[config.mk]
export PLATFORM = sky130hd
export DESIGN_NAME = sisq_top
export DESIGN_NICKNAME = d
export VERILOG_FILES = /design/src/rtl/sisq_pkg.sv /design/src/rtl/sisq_script.sv /design/src/rtl/sisq_timer.sv /design/src/rtl/sisq_top.sv
export SDC_FILE = /design/constraint.sdc
export NUM_CORES = 1
export LEC_CHECK = 0
export BUFFER_PORTS_ARGS = -buffer_cell sky130_fd_sc_hd__buf_2
export CORE_ASPECT_RATIO = 1.2
export CORE_MARGIN = 1
export CORE_UTILIZATION = 61
export CTS_CLUSTER_DIAMETER = 30
export CTS_CLUSTER_SIZE = 14
export DETAILED_ROUTE_END_ITERATION = 16
export PLACE_DENSITY = 0.86
export RECOVER_POWER = 50
export SYNTH_ARGS = -nofsm -noshare
export SYNTH_HDL_FRONTEND = slang
export SYNTH_HIERARCHICAL = 1
export SYNTH_SLANG_ARGS = --single-unit
[constraint.sdc]
create_clock -name clk -period 4.55 [get_ports clk]
set_clock_uncertainty 0.2 [all_clocks]
set_input_delay 0.455 -clock clk [delete_from_list [all_inputs] [get_ports clk]]
set_output_delay 0.455 -clock clk [all_outputs]
set_load 0.03 [all_outputs]
[src/rtl/sisq_pkg.sv]
package sisq_pkg;

    typedef enum logic [2:0] {
        ST_IDLE,
        ST_CLK_HI,
        ST_CLK_LO,
        ST_PROG_HOLD,
        ST_DONE
    } seq_state_e;

    localparam int CMD_BITS    = 4;
    localparam int PAY_BITS    = 16;
    localparam int FRAME_BITS  = CMD_BITS + PAY_BITS;
    localparam int NUM_FRAMES  = 13;
    localparam int LAST_FRAME  = NUM_FRAMES - 1;
    localparam int FIRST_WRITE = 8;
    localparam int HOLD_BIT    = CMD_BITS - 1;
    localparam int FIDX_W      = $clog2(NUM_FRAMES);
    localparam int BIDX_W      = $clog2(FRAME_BITS);

    localparam logic [CMD_BITS-1:0] CMD_CORE   = 4'b0000;
    localparam logic [CMD_BITS-1:0] CMD_WR_INC = 4'b1101;
    localparam logic [CMD_BITS-1:0] CMD_WR_GO  = 4'b1111;

    // Returns {payload, command}; bit 0 is the first bit on the wire.
    function automatic logic [FRAME_BITS-1:0] frame_word(
        input logic [FIDX_W-1:0] idx,
        input logic [63:0]       bytes
    );
        logic [CMD_BITS-1:0] cmd;
        logic [PAY_BITS-1:0] pay;
        logic [1:0]          pair;
        cmd  = CMD_CORE;
        pay  = '0;
        pair = 2'(idx - FIDX_W'(FIRST_WRITE));
        unique case (idx)
            4'd0:  pay = 16'h9CA6;   // clear config-space select
            4'd1:  pay = 16'h84A6;   // set write enable
            4'd2:  pay = 16'h0E20;   // literal upper pointer byte
            4'd3:  pay = 16'h6EF8;   // move to upper pointer
            4'd4:  pay = 16'h0E00;
            4'd5:  pay = 16'h6EF7;   // move to high pointer
            4'd6:  pay = 16'h0E00;
            4'd7:  pay = 16'h6EF6;   // move to low pointer
            4'd8, 4'd9, 4'd10: begin
                cmd = CMD_WR_INC;
                pay = bytes[{pair, 4'b0000} +: 16];
            end
            4'd11: begin
                cmd = CMD_WR_GO;
                pay = bytes[{pair, 4'b0000} +: 16];
            end
            default: begin
                cmd = CMD_CORE;      // closing no-op
                pay = '0;
            end
        endcase
        return {pay, cmd};
    endfunction

endpackage

[src/rtl/sisq_script.sv]
module sisq_script
    import sisq_pkg::*;
(
    input  logic [FIDX_W-1:0] frame_idx_i,
    input  logic [BIDX_W-1:0] bit_idx_i,
    input  logic [63:0]       bytes_i,
    output logic              bit_o,
    output logic              last_bit_o,
    output logic              last_frame_o,
    output logic              hold_point_o
);

    logic [FRAME_BITS-1:0] word;

    always_comb begin
        word         = frame_word(frame_idx_i, bytes_i);
        bit_o        = word[bit_idx_i];
        last_bit_o   = (bit_idx_i == BIDX_W'(FRAME_BITS - 1));
        last_frame_o = (frame_idx_i == FIDX_W'(LAST_FRAME));
        hold_point_o = last_frame_o && (bit_idx_i == BIDX_W'(HOLD_BIT));
    end

endmodule

[src/rtl/sisq_timer.sv]
module sisq_timer #(
    parameter int W = 8
) (
    input  logic         clk,
    input  logic         rst_n,
    input  logic         load_i,
    input  logic [W-1:0] load_val_i,
    output logic         zero_o
);

    logic [W-1:0] cnt_q;

    always_ff @(posedge clk or negedge rst_n) begin
        if (!rst_n) begin
            cnt_q <= '0;
        end else if (load_i) begin
            cnt_q <= load_val_i;
        end else if (cnt_q != '0) begin
            cnt_q <= cnt_q - 1'b1;
        end
    end

    assign zero_o = (cnt_q == '0);

    a_r2_count_down: assert property (@(posedge clk) disable iff (!rst_n)
        (!load_i && cnt_q != '0) |=> (cnt_q == $past(cnt_q) - 1'b1));

endmodule

[src/rtl/sisq_top.sv]
module sisq_top
    import sisq_pkg::*;
#(
    parameter int HALF_CYC = 2,
    parameter int HOLD_CYC = 200
) (
    input  logic        clk,
    input  logic        rst_n,
    input  logic        start_i,
    input  logic [63:0] id_bytes_i,
    output logic        sclk_o,
    output logic        sdat_o,
    output logic        sdat_oe_o,
    output logic        done_o
);

    localparam int MAX_CNT = (HALF_CYC > HOLD_CYC) ? HALF_CYC : HOLD_CYC;
    localparam int TW      = $clog2(MAX_CNT + 1);
    localparam logic [TW-1:0] HALF_LOAD = TW'(HALF_CYC - 1);
    localparam logic [TW-1:0] HOLD_LOAD = TW'(HOLD_CYC - 1);

    seq_state_e         state_q, state_d;
    logic [FIDX_W-1:0]  frame_q, frame_d;
    logic [BIDX_W-1:0]  bit_q, bit_d;
    logic [63:0]        bytes_q, bytes_d;
    logic               tmr_load;
    logic [TW-1:0]      tmr_val;
    logic               tmr_zero;
    logic               cur_bit, last_bit, last_frame, hold_point;

    sisq_script u_script (
        .frame_idx_i  (frame_q),
        .bit_idx_i    (bit_q),
        .bytes_i      (bytes_q),
        .bit_o        (cur_bit),
        .last_bit_o   (last_bit),
        .last_frame_o (last_frame),
        .hold_point_o (hold_point)
    );

    sisq_timer #(.W(TW)) u_timer (
        .clk        (clk),
        .rst_n      (rst_n),
        .load_i     (tmr_load),
        .load_val_i (tmr_val),
        .zero_o     (tmr_zero)
    );

    // State register
    always_ff @(posedge clk or negedge rst_n) begin
        if (!rst_n) begin
            state_q <= ST_IDLE;
            frame_q <= '0;
            bit_q   <= '0;
            bytes_q <= '0;
        end else begin
            state_q <= state_d;
            frame_q <= frame_d;
            bit_q   <= bit_d;
            bytes_q <= bytes_d;
        end
    end

    // Transitions
    always_comb begin
        state_d  = state_q;
        frame_d  = frame_q;
        bit_d    = bit_q;
        bytes_d  = bytes_q;
        tmr_load = 1'b0;
        tmr_val  = HALF_LOAD;
        unique case (state_q)
            ST_IDLE: begin
                if (start_i) begin
                    state_d  = ST_CLK_HI;
                    frame_d  = '0;
                    bit_d    = '0;
                    bytes_d  = id_bytes_i;
                    tmr_load = 1'b1;
                end
            end
            ST_CLK_HI: begin
                if (tmr_zero) begin
                    tmr_load = 1'b1;
                    if (hold_point) begin
                        state_d = ST_PROG_HOLD;
                        tmr_val = HOLD_LOAD;
                    end else begin
                        state_d = ST_CLK_LO;
                    end
                end
            end
            ST_PROG_HOLD: begin
                if (tmr_zero) begin
                    state_d  = ST_CLK_LO;
                    tmr_load = 1'b1;
                end
            end
            ST_CLK_LO: begin
                if (tmr_zero) begin
                    if (last_bit && last_frame) begin
                        state_d = ST_DONE;
                    end else begin
                        state_d  = ST_CLK_HI;
                        tmr_load = 1'b1;
                        if (last_bit) begin
                            frame_d = frame_q + 1'b1;
                            bit_d   = '0;
                        end else begin
                            bit_d = bit_q + 1'b1;
                        end
                    end
                end
            end
            ST_DONE: begin
                state_d = ST_IDLE;
            end
            default: state_d = ST_IDLE;
        endcase
    end

    // Outputs
    always_comb begin
        sclk_o    = 1'b0;
        sdat_oe_o = 1'b0;
        sdat_o    = 1'b0;
        done_o    = 1'b0;
        unique case (state_q)
            ST_CLK_HI: begin
                sclk_o    = 1'b1;
                sdat_oe_o = 1'b1;
                sdat_o    = cur_bit;
            end
            ST_CLK_LO: begin
                sdat_oe_o = 1'b1;
                sdat_o    = cur_bit;
            end
            ST_PROG_HOLD: sclk_o = 1'b1;
            ST_DONE:      done_o = 1'b1;
            default: ;
        endcase
    end

    a_r7_done_single: assert property (@(posedge clk) disable iff (!rst_n)
        done_o |=> (!done_o && !sclk_o && !sdat_oe_o));

    a_r9_released_quiet: assert property (@(posedge clk) disable iff (!rst_n)
        !sdat_oe_o |-> !sdat_o);

    a_r2_data_on_rise: assert property (@(posedge clk) disable iff (!rst_n)
        (sdat_oe_o && $past(sdat_oe_o) && !$stable(sdat_o)) |-> $rose(sclk_o));

    a_r8_busy_start_ignored: assert property (@(posedge clk) disable iff (!rst_n)
        (start_i && frame_q != '0 && state_q != ST_IDLE && state_q != ST_DONE)
        |=> (frame_q != '0));

    a_r6_hold_exit: assert property (@(posedge clk) disable iff (!rst_n)
        (state_q == ST_PROG_HOLD) |=> (state_q == ST_PROG_HOLD || state_q == ST_CLK_LO));

    a_r10_bytes_frozen: assert property (@(posedge clk) disable iff (!rst_n)
        (state_q != ST_IDLE && $past(state_q) != ST_IDLE) |-> $stable(bytes_q));

endmodule

==> results.md <==
* Status: finished, violations left
* Violated checks: capacitance limit, slew limit
* Power Density at slightly below 700 nW/um2
* Die area at 7830 um2
* Aggregate global routing overflow at 0
* CTS max path bufs at 2
* Area Overhead vs Synth at 12.01%
* CTS tree: built
* First-pass GRT wire length at 15390 um
* Crit path kind: flop to primary output
* EDFF count, synth at 0
* Net switching power at 1.305 mW
* Overall routing resource usage at 0.2561
* Core Footprint at 7232 um2
* Mapped Area at 4562 um2
* Top_reg_cell synth: dfrtp_1
* DP Cell Count at 525
* Clock latency on the worst-skew pair at roughly 0.36 ns
* Peak supply drop at about 0.47 mV
* Setup Fix Bufs, Post-CTS at 0
* # resized after CTS at 0
* Crit path arrival time at 3.09 ns
* Chip height at ~97 um
* Syn. warnings at 6
* Max-Cap Viols at 1
* Largest net degree at the start of global routing at 85
* Syn avg cell area at 11.79 um2
* Post-Synthesis Cells at 387
* Power share of the combinational group at 0.364
* Final period util at 0.8232
* Register share of total power at 0.454
* Sequential cell area at 2103 um2
* Synthesized flop and latch total at 84
* Unrepaired setup endpoints after global routing: no
* Fin. max-slew vios at between 80 and 90
* Clock power frac at 0.182
* I/O pins at 71
* Routed WL per cell at about 17 um
* Clk sinks at 84
* Final Critical Period at about 3.7 ns
* Switching share of power at 0.3748
* Vias in the first global route at 3324
* Final setup vio count at 0
* Initial core utilization at 0.6308
* Clk root buf: clkbuf_8
* Register area share after synthesis at 0.4608
* Post-synthesis cell type count at 62
* CP Launch Type: flop
* Hold Crit Class: primary input to flop
* Crit. End Element: primary output
* Setup TNS at 0 ns
* DR vias/cell at 6.222
* CP Max Fanout at 36
* Initial antenna violation count at 0
* Final ANT Viol Nets at 0
* Post-DP HPWL at 6240 um
* Leakage power at 2.183 nW
* Layout cells sized above 1 at 0.2328
* Row count at 34
* Crit path required time at between 3 and 4 ns
* Post-Route WL at 9202 um
* Clock transition at path regs at roughly 0.090 ns
* CTS Hold Bufs at 0
* Pint at between 2 and 2.5 mW
* Die W at 80.95 um
* CTS Buf Count at 9
* Drt first pass iters at 8
* Post-route insts no fill at 541
* Slew HR at -0.3864
* Async S/R FF share, synth at 1.000
* Post-route DRC violation count at 0
* Fill cells at 548
* Port bufs at 70
* Final GP Congestion at 0.8529
* Via count at roughly 3400
* Number of H-tree levels at 3
* Multi-input logic area at around 2200 um2
* Number of diodes at 0
* Achievable Freq at 267.0 MHz
* Worst Tran Pin Value at 2.080 ns
* Final hold viol count at 0
* DRT iter0 DRCs at between 200 and 300
* Final Net Count at 516
## state kept, by name, summed over array words and instances, names as in the netlist
register	count
u_timer/cnt_q	8
frame_q	4
bit_q	5
bytes_q	64
state_q	3
## kinds of logic after synthesis
group	synth area share
AO/OA/AOI/OAI	0.1018
XOR/XNOR	0.003841
adder cells (fa/ha/maj)	0.008229
buffers and inverters	0.05047
flip-flops	0.4608
multiplexers	0.2416
other	0.001646
AND/OR/NAND/NOR	0.1316
## routing by layer
metal	GRT usage	vias up	part of all wire	routed length [um]
met5	0	-	0	0
met4	0.1154	0	0.026	238
met2	0.4118	128	0.50	4603
met1	0.3335	1663	0.43	3912
met3	0.04528	25	0.049	448
li1	-	1550	-	-
## power by group through the flow
stage / combinational (mW) / sequential, mW / clock (mW)
after CTS: 1.27 / 1.57 / 0.645
after floorplan: 1.23 / 1.30 / 0
after global routing: 1.41 / 1.64 / 0.674
after detailed placement: 1.26 / 1.58 / 0
after global placement: 1.20 / 1.56 / 0
final: 1.27 / 1.58 / 0.634
## final timing paths
path	startpoint	endpoint	slack [ns]	cells past startpoint
worst min-delay path	id_bytes_i[7]	bytes_q[7]$_DFFE_PN0P_	0.11	2
min in group asynchronous	rst_n	u_timer/cnt_q[3]$_DFFE_PN0P_	0.46	1
worst min register to register	bytes_q[56]$_DFFE_PN0P_	bytes_q[56]$_DFFE_PN0P_	0.29	1
max in group asynchronous	rst_n	frame_q[0]$_DFFE_PN0P_	2.34	1
worst max register to register	u_timer/cnt_q[0]$_DFFE_PN0P_	frame_q[0]$_DFFE_PN0P_	1.46	7
worst max-delay path	frame_q[0]$_DFFE_PN0P_	sdat_o	0.80	8
## synth_stat cells, types with 4 or more instances
cell type | instances | area, um2
and3_1 | 7 | 43.79
o21ai_0 | 11 | 55.05
mux2_2 | 4 | 45.04
clkbuf_1 | 4 | 15.01
buf_2 | 8 | 40.04
nand2b_1 | 8 | 50.05
nor2_1 | 12 | 45.04
nor3_1 | 9 | 45.04
mux2_1 | 65 | 732.0
a21oi_1 | 11 | 55.05
mux2i_1 | 16 | 160.2
nand2_1 | 18 | 67.56
buf_6 | 9 | 101.4
nor3b_1 | 6 | 45.04
inv_1 | 10 | 37.54
mux4_2 | 6 | 135.1
a31oi_1 | 12 | 75.07
nor2b_1 | 13 | 81.33
dfrtp_1 | 84 | 2102
nor4_1 | 4 | 25.02
## stage by stage
stage	area [um2]	util	power [mW]	hold WS, ns	worst slack, ns
CTS	5115	0.7073	3.485	0.1009	0.7999
global placement	4875	0.6740	2.757	0.2634	1.218
detailed placement	4875	0.6740	2.844	0.2723	1.193
finish	5110	0.7066	3.481	0.1090	0.8044
floorplan	4569	-	2.533	-0.04059	1.905
global route	5110	0.7066	3.724	0.1054	0.5815
## placed cells by master (no fill, tap or decap), drive strengths merged, types with 3 or more instances in the layout
cell,synthesis,layout
o21ai,11,11
a2111oi,3,3
nor4b,3,3
and3,7,7
clkinv,0,3
ha,3,3
nor4,5,5
or4,3,3
clkbuf,5,13
o31ai,3,3
nor2,12,12
nor2b,13,13
nand2,18,18
nor3b,6,6
a311oi,3,3
nand4,3,3
a22oi,3,3
nand2b,8,8
conb,2,4
mux4,6,6
nor3,10,10
dfrtp,84,84
and2,3,3
o22ai,3,3
inv,10,10
a31oi,12,12
a21oi,11,11
mux2i,16,16
mux2,71,71
nand3,3,3
bufinv,0,3
buf,21,70
## layout make-up
type / instances / area share
Multi-Input combinational cell: 268 / 0.4395
Sequential cell: 84 / 0.4116
Timing Repair Buffer: 73 / 0.07248
Clock buffer: 10 / 0.02498
Clock inverter: 6 / 0.02204
Tap cell: 90 / 0.02204
Inverter: 10 / 0.007346
## worst max-delay path, cell delays in order, from the launching register on
cell       delay, ns
dfrtp_2         0.96
mux4_2          0.59
nor2b_1         0.12
a2111oi_0       0.07
a311o_1         0.35
a311oi_2        0.20
nor3_1          0.12
and2_1          0.15
buf_2           0.17
(Power assumes the default switching activity.)
